===== config.mk =====
export PLATFORM = sky130hd
export DESIGN_NAME = irq_reset_conditioner
export DESIGN_NICKNAME = d
export VERILOG_FILES = /design/src/rtl/irqc_pkg.sv /design/src/rtl/irqc_sync.sv /design/src/rtl/irqc_rst_filter.sv /design/src/rtl/irqc_nmi_latch.sv /design/src/rtl/irqc_arbiter.sv /design/src/rtl/irq_reset_conditioner.sv
export SDC_FILE = /design/constraint.sdc
export NUM_CORES = 1
export LEC_CHECK = 0
export ABC_AREA = 1
export BUFFER_PORTS_ARGS = -buffer_cell sky130_fd_sc_hd__clkbuf_2
export CAP_MARGIN = 5
export CORE_AREA = 3 3 40 42
export CTS_CLUSTER_SIZE = 20
export DETAILED_ROUTE_END_ITERATION = 8
export DIE_AREA = 0 0 43 45
export PLACE_DENSITY = 0.79
export SLEW_MARGIN = 30
export SYNTH_ARGS = -nofsm -noshare
export SYNTH_HDL_FRONTEND = slang
export SYNTH_SLANG_ARGS = --single-unit

===== constraint.sdc =====
create_clock -name clk -period 1.3 [get_ports clk]
set_input_delay 0.26 -clock clk [delete_from_list [all_inputs] [get_ports clk]]
set_output_delay 0.26 -clock clk [all_outputs]
set_load 0.03 [all_outputs]

===== src/rtl/irqc_pkg.sv =====
package irqc_pkg;
  localparam int unsigned IN_MASK  = 0;
  localparam int unsigned IN_NMI   = 1;
  localparam int unsigned IN_RST   = 2;
  localparam int unsigned IN_TEST  = 3;
  localparam int unsigned IN_COUNT = 4;

  typedef enum logic [1:0] {
    GRANT_NONE = 2'd0,
    GRANT_MASK = 2'd1,
    GRANT_NMI  = 2'd2
  } grant_e;
endpackage


===== src/rtl/irqc_sync.sv =====
module irqc_sync #(
  parameter int unsigned WIDTH  = 4,
  parameter int unsigned STAGES = 2
) (
  input  logic             clk,
  input  logic             rst_n,
  input  logic [WIDTH-1:0] async_i,
  output logic [WIDTH-1:0] sync_o
);
  for (genvar s = 0; s < STAGES; s++) begin : g_stage
    logic [WIDTH-1:0] d;
    logic [WIDTH-1:0] q;
    if (s == 0) begin : g_first
      assign d = async_i;
    end else begin : g_next
      assign d = g_stage[s-1].q;
    end
    always_ff @(posedge clk or negedge rst_n) begin
      if (!rst_n) q <= '0;
      else        q <= d;
    end
  end

  assign sync_o = g_stage[STAGES-1].q;
endmodule


===== src/rtl/irqc_rst_filter.sv =====
module irqc_rst_filter #(
  parameter int unsigned MIN_CYCLES = 4
) (
  input  logic clk,
  input  logic rst_n,
  input  logic req_sync_i,
  output logic core_rst_o
);
  localparam int unsigned CW = $clog2(MIN_CYCLES + 1);
  localparam logic [CW-1:0] CNT_LAST = CW'(MIN_CYCLES - 1);
  localparam logic [CW-1:0] CNT_SAT  = CW'(MIN_CYCLES);

  logic [CW-1:0] cnt_q, cnt_d;
  logic          rst_q, rst_d;

  always_comb begin
    cnt_d = cnt_q;
    rst_d = rst_q;
    if (!req_sync_i) begin
      cnt_d = '0;
      rst_d = 1'b0;
    end else begin
      if (cnt_q == CNT_LAST) rst_d = 1'b1;
      if (cnt_q != CNT_SAT)  cnt_d = cnt_q + 1'b1;
    end
  end

  always_ff @(posedge clk or negedge rst_n) begin
    if (!rst_n) begin
      cnt_q <= '0;
      rst_q <= 1'b1;
    end else begin
      cnt_q <= cnt_d;
      rst_q <= rst_d;
    end
  end

  assign core_rst_o = rst_q;
endmodule


===== src/rtl/irqc_nmi_latch.sv =====
module irqc_nmi_latch (
  input  logic clk,
  input  logic rst_n,
  input  logic nmi_sync_i,
  input  logic core_rst_i,
  input  logic accept_i,
  output logic pend_o
);
  logic prev_q, prev_d;
  logic pend_q, pend_d;
  logic rise;

  assign rise = nmi_sync_i & ~prev_q;

  always_comb begin
    prev_d = nmi_sync_i;
    pend_d = pend_q;
    if (core_rst_i)    pend_d = 1'b0;
    else if (rise)     pend_d = 1'b1;
    else if (accept_i) pend_d = 1'b0;
  end

  always_ff @(posedge clk or negedge rst_n) begin
    if (!rst_n) begin
      prev_q <= 1'b0;
      pend_q <= 1'b0;
    end else begin
      prev_q <= prev_d;
      pend_q <= pend_d;
    end
  end

  assign pend_o = pend_q;
endmodule


===== src/rtl/irqc_arbiter.sv =====
module irqc_arbiter
  import irqc_pkg::*;
(
  input  logic   insn_end_i,
  input  logic   core_rst_i,
  input  logic   if_flag_i,
  input  logic   mreq_sync_i,
  input  logic   nmi_pend_i,
  output grant_e grant_o
);
  always_comb begin
    grant_o = GRANT_NONE;
    if (insn_end_i && !core_rst_i) begin
      if (nmi_pend_i)                     grant_o = GRANT_NMI;
      else if (mreq_sync_i && if_flag_i)  grant_o = GRANT_MASK;
    end
  end
endmodule


===== src/rtl/irq_reset_conditioner.sv =====
module irq_reset_conditioner
  import irqc_pkg::*;
#(
  parameter int unsigned SYNC_STAGES    = 2,
  parameter int unsigned RST_MIN_CYCLES = 4,
  parameter int unsigned TYPE_W         = 8,
  parameter int unsigned NMI_TYPE       = 2
) (
  input  logic              clk,
  input  logic              rst_n,
  input  logic              irq_req_i,
  input  logic              nmi_req_i,
  input  logic              rst_req_i,
  input  logic              test_i,
  input  logic              insn_end_i,
  input  logic              if_flag_i,
  input  logic              wait_test_i,
  output logic              take_int_o,
  output logic              take_nmi_o,
  output logic [TYPE_W-1:0] int_type_o,
  output logic              core_rst_o,
  output logic              test_hold_o
);
  logic [IN_COUNT-1:0] async_in;
  logic [IN_COUNT-1:0] sync_in;
  logic   mreq_sync, nmi_sync, rst_sync, test_sync;
  logic   nmi_pend;
  grant_e grant;

  always_comb begin
    async_in          = '0;
    async_in[IN_MASK] = irq_req_i;
    async_in[IN_NMI]  = nmi_req_i;
    async_in[IN_RST]  = rst_req_i;
    async_in[IN_TEST] = test_i;
  end

  irqc_sync #(.WIDTH(IN_COUNT), .STAGES(SYNC_STAGES)) u_sync (
    .clk     (clk),
    .rst_n   (rst_n),
    .async_i (async_in),
    .sync_o  (sync_in)
  );

  assign mreq_sync = sync_in[IN_MASK];
  assign nmi_sync  = sync_in[IN_NMI];
  assign rst_sync  = sync_in[IN_RST];
  assign test_sync = sync_in[IN_TEST];

  irqc_rst_filter #(.MIN_CYCLES(RST_MIN_CYCLES)) u_rst (
    .clk        (clk),
    .rst_n      (rst_n),
    .req_sync_i (rst_sync),
    .core_rst_o (core_rst_o)
  );

  irqc_nmi_latch u_nmi (
    .clk        (clk),
    .rst_n      (rst_n),
    .nmi_sync_i (nmi_sync),
    .core_rst_i (core_rst_o),
    .accept_i   (take_nmi_o),
    .pend_o     (nmi_pend)
  );

  irqc_arbiter u_arb (
    .insn_end_i  (insn_end_i),
    .core_rst_i  (core_rst_o),
    .if_flag_i   (if_flag_i),
    .mreq_sync_i (mreq_sync),
    .nmi_pend_i  (nmi_pend),
    .grant_o     (grant)
  );

  assign take_int_o  = (grant != GRANT_NONE);
  assign take_nmi_o  = (grant == GRANT_NMI);
  assign int_type_o  = take_nmi_o ? TYPE_W'(NMI_TYPE) : '0;
  assign test_hold_o = wait_test_i & test_sync;
endmodule


==> metrics.txt <==
P_sw approximately 0.4 mW; std cell rows 13; Worst Clk Skew about 0.0018 ns; total number of vias roughly 380; Worst path max stage delay roughly 0.54 ns; Final Routed Wirelength 772 um; worst-path maximum fanout 2; Seq pwr share between 40% and 50%; standby leakage power roughly 0.39 nW; combinational fraction of design power ~30%; first-pass GRT wire length 1390 um; result of the run finished, violations left; crit path setup slack, layout -0.0735 ns; vias per cell 4.37; area of all sequential standard cells approximately 350 um^2; biggest area consumer among synthesized cells sky130_fd_sc_hd__dfrtp_1; initial cell density of the core 44.5%; Synth Register Bits 14; top cell type's share of synthesized area between 50 and 60%; Worst Hold Path Cells 1; htree depth 1; clock insertion delay at the later pin of the skew report between 0.2 and 0.3 ns; Filler cells 119; Detail Placement HPWL between 500 and 600 um; Detail Route Antenna Nets 0; Placement Setup Slack about 0.16 ns; switching share of power a little under a third; TritonCTS clock tree yes; Worst setup EP type output port; gate count of the mapped netlist 53; drt pass-1 iters 3; total standard cell area after synthesis ~570 um^2; DIE WIDTH roughly 43 um; final hold violation count 0; path type of the worst setup path reg -> out; Area growth syn-to-layout 28.4%; Period Utilization, post-route 106%; cells along the critical path inv_2 -> nand2_4 -> a21oi_2 -> clkbuf_8; final global-route overflow total 0; proportion of layout cells with a drive suffix above 1 36.6%; combined buffer and inverter count along the critical path 2; number of antenna violations at the first check in global routing 0; kind of launch point of the worst setup path register; Clock power frac 24.1%; final count of pins violating max slew 0; CTS Sinks 14; RSZ-0062 raised after global routing true; cell type of the slowest stage on the worst timing path sky130_fd_sc_hd__dfstp_2; maximum number of pins on one net before global-route repair 15; multi-input logic area around 170 um^2; maximum achievable frequency roughly 0.73 GHz; final routed wire length divided by cell count 8.98 um; vias in the first global route slightly below 400; number of distinct library cells after synthesis 13; worst hold slack 0.0912 ns; type of the tightest min-delay check in -> reg; number of primary I/O pins 21; final weighted congestion in routability-driven placement approximately 0.68; Critical Path Stages 4; internal power contribution between 0.8 and 0.9 mW; Critical Path AT between 1 and 1.5 ns; Worst IR Drop VDD between 0.7 and 0.8 mV; number of setup violations in the final report 3; Largest delay share family, worst path flip-flops; total routing resource utilization after global routing about a tenth; standard cell core area approximately 1300 um^2; number of buffers added on ports 13; net count of the finished layout 84; top library cells by usage in the layout, fill and taps aside sky130_fd_sc_hd__dfrtp_1 (13), sky130_fd_sc_hd__clkbuf_2 (9), sky130_fd_sc_hd__inv_1 (8); drt drc 0; clock tree buffer depth 2; vertical die dimension about 45 um; part of the Yosys area used for sequential elements 61.5%; clock transition time at the flip-flop clock pins of the worst setup and hold paths around 0.08 ns; power density cells roughly 1700 nW/um^2; shortest clock period the worst path allows after layout approximately 1.4 ns; number of maximum-capacitance violations 0; most common cell after layout, fill and taps aside sky130_fd_sc_hd__dfrtp_1; Total Die Area slightly below 2000 um^2; total number of yosys warnings 0; buffer type at the clock tree root sky130_fd_sc_hd__clkbuf_4; drt first-iter violations 3; required arrival time at the worst endpoint 1.04 ns; violations in the final reports setup timing; total CTS buffers 3; mean area per synthesized cell 10.8 um^2; cell types with the largest area share after synthesis sky130_fd_sc_hd__dfrtp_1 (57%), sky130_fd_sc_hd__buf_4 (11%), sky130_fd_sc_hd__ha_1 (6.6%); antenna fix cells 0; depth of the worst register-to-register path 3
kinds of logic (layout without fill, tap and decap cells):
logic type	count (synthesis)	in the layout	synth area share (%)
fa+ha+maj	3	3	6.57
flops	14	14	61.5
buf+inv	17	29	16.4
other cells	1	7	0.656
simple gates	15	15	11.6
compound gates	3	3	3.28
per-layer routing:
metal / vias up / share of wire, % / track usage [%]
li1: 183 / - / -
met1: 179 / 34 / 9.23
met2: 14 / 57 / 18.9
met3: 0 / 9.1 / 3.59
met4: 0 / 0 / 5.42
met5: - / 0 / 0
cell type report:
type | count | share of cell area [%]
multi-input cells | 28 | 22.8
clock buffers | 4 | 4.94
inverters | 9 | 4.60
well taps | 15 | 2.56
repair buffers | 16 | 17.2
flip-flops and latches | 14 | 47.9
flip-flops by register name (all words and copies together) (netlist names):
| name | count |
|---|---|
| u_sync.g_stage.q | 4 |
| u_rst.core_rst_o | 1 |
| u_rst.cnt_q | 3 |
| u_nmi.pend_o | 1 |
| u_sync.sync_o | 4 |
| u_nmi.prev_q | 1 |
worst reg2reg max path, cell delays in order, from the launching register on:
cell and delay [ns]:
sky130_fd_sc_hd__dfrtp_1 0.40, sky130_fd_sc_hd__ha_1 0.21, sky130_fd_sc_hd__ha_1 0.28, sky130_fd_sc_hd__a21oi_2 0.13
timing repair:
item                                    in CTS  in global routing
setup buffers                                2                  0
endpoints found under the setup margin       4                  4
endpoints found under the hold margin       13                  0
gates resized for setup                     13                  1
pin swaps                                    0                  0
hold buffers                                 1                  0
synthesized netlist by cell type:
cell type and n:
sky130_fd_sc_hd__dfstp_2 1, sky130_fd_sc_hd__nand3_1 2, sky130_fd_sc_hd__nand2_2 1, sky130_fd_sc_hd__buf_4 8
sky130_fd_sc_hd__ha_1 3, sky130_fd_sc_hd__conb_1 1, sky130_fd_sc_hd__a21oi_2 1, sky130_fd_sc_hd__nor2_1 3
sky130_fd_sc_hd__nand4_1 2, sky130_fd_sc_hd__nand2_1 7, sky130_fd_sc_hd__a21oi_1 2, sky130_fd_sc_hd__inv_1 9
sky130_fd_sc_hd__dfrtp_1 13
final timing paths:
path | slack, ns | start | end
max | -0.07 | u_rst.core_rst_o$_DFFE_PN1P_ | take_int_o
min | 0.09 | rst_req_i | u_sync.g_stage[0].q[2]$_DFF_PN0_
max reg2reg | 0.22 | u_rst.cnt_q[0]$_DFFE_PN0P_ | u_rst.cnt_q[2]$_DFFE_PN0P_
min reg2reg | 0.35 | u_sync.g_stage[0].q[0]$_DFF_PN0_ | u_sync.sync_o[0]$_DFF_PN0_
max in group asynchronous | 0.60 | rst_n | u_rst.core_rst_o$_DFFE_PN1P_
min in group asynchronous | 0.41 | rst_n | u_sync.g_stage[0].q[2]$_DFF_PN0_
metrics by stage:
| step | total power [mW] | std cells | instance area (um^2) | setup TNS (ns) | utilization (%) |
|---|---|---|---|---|---|
| 4_1_cts | 1.24 | 86 | 733 | -0.278 | 57.1 |
| 2_1_floorplan | 0.807 | 59 | 597 | -0.0152 | - |
| 5_1_grt | 1.31 | 86 | 734 | -0.378 | 57.2 |
| 3_5_place_dp | 0.864 | 79 | 621 | 0 | 48.3 |
| 6_report | 1.23 | 86 | 734 | -0.219 | 57.2 |
| 3_3_place_gp | 0.842 | 79 | 621 | 0 | 48.3 |
power by group through the flow:
stage          registers (mW)  logic, mW  clock network (mW)
6_report                0.557      0.375               0.295
5_1_grt                 0.565      0.417               0.332
4_1_cts                 0.557      0.372               0.312
3_5_place_dp            0.568      0.296                   0
3_3_place_gp            0.562      0.280                   0
2_1_floorplan           0.572      0.236                   0
No activity file was read; power rests on OpenSTA's default activity.
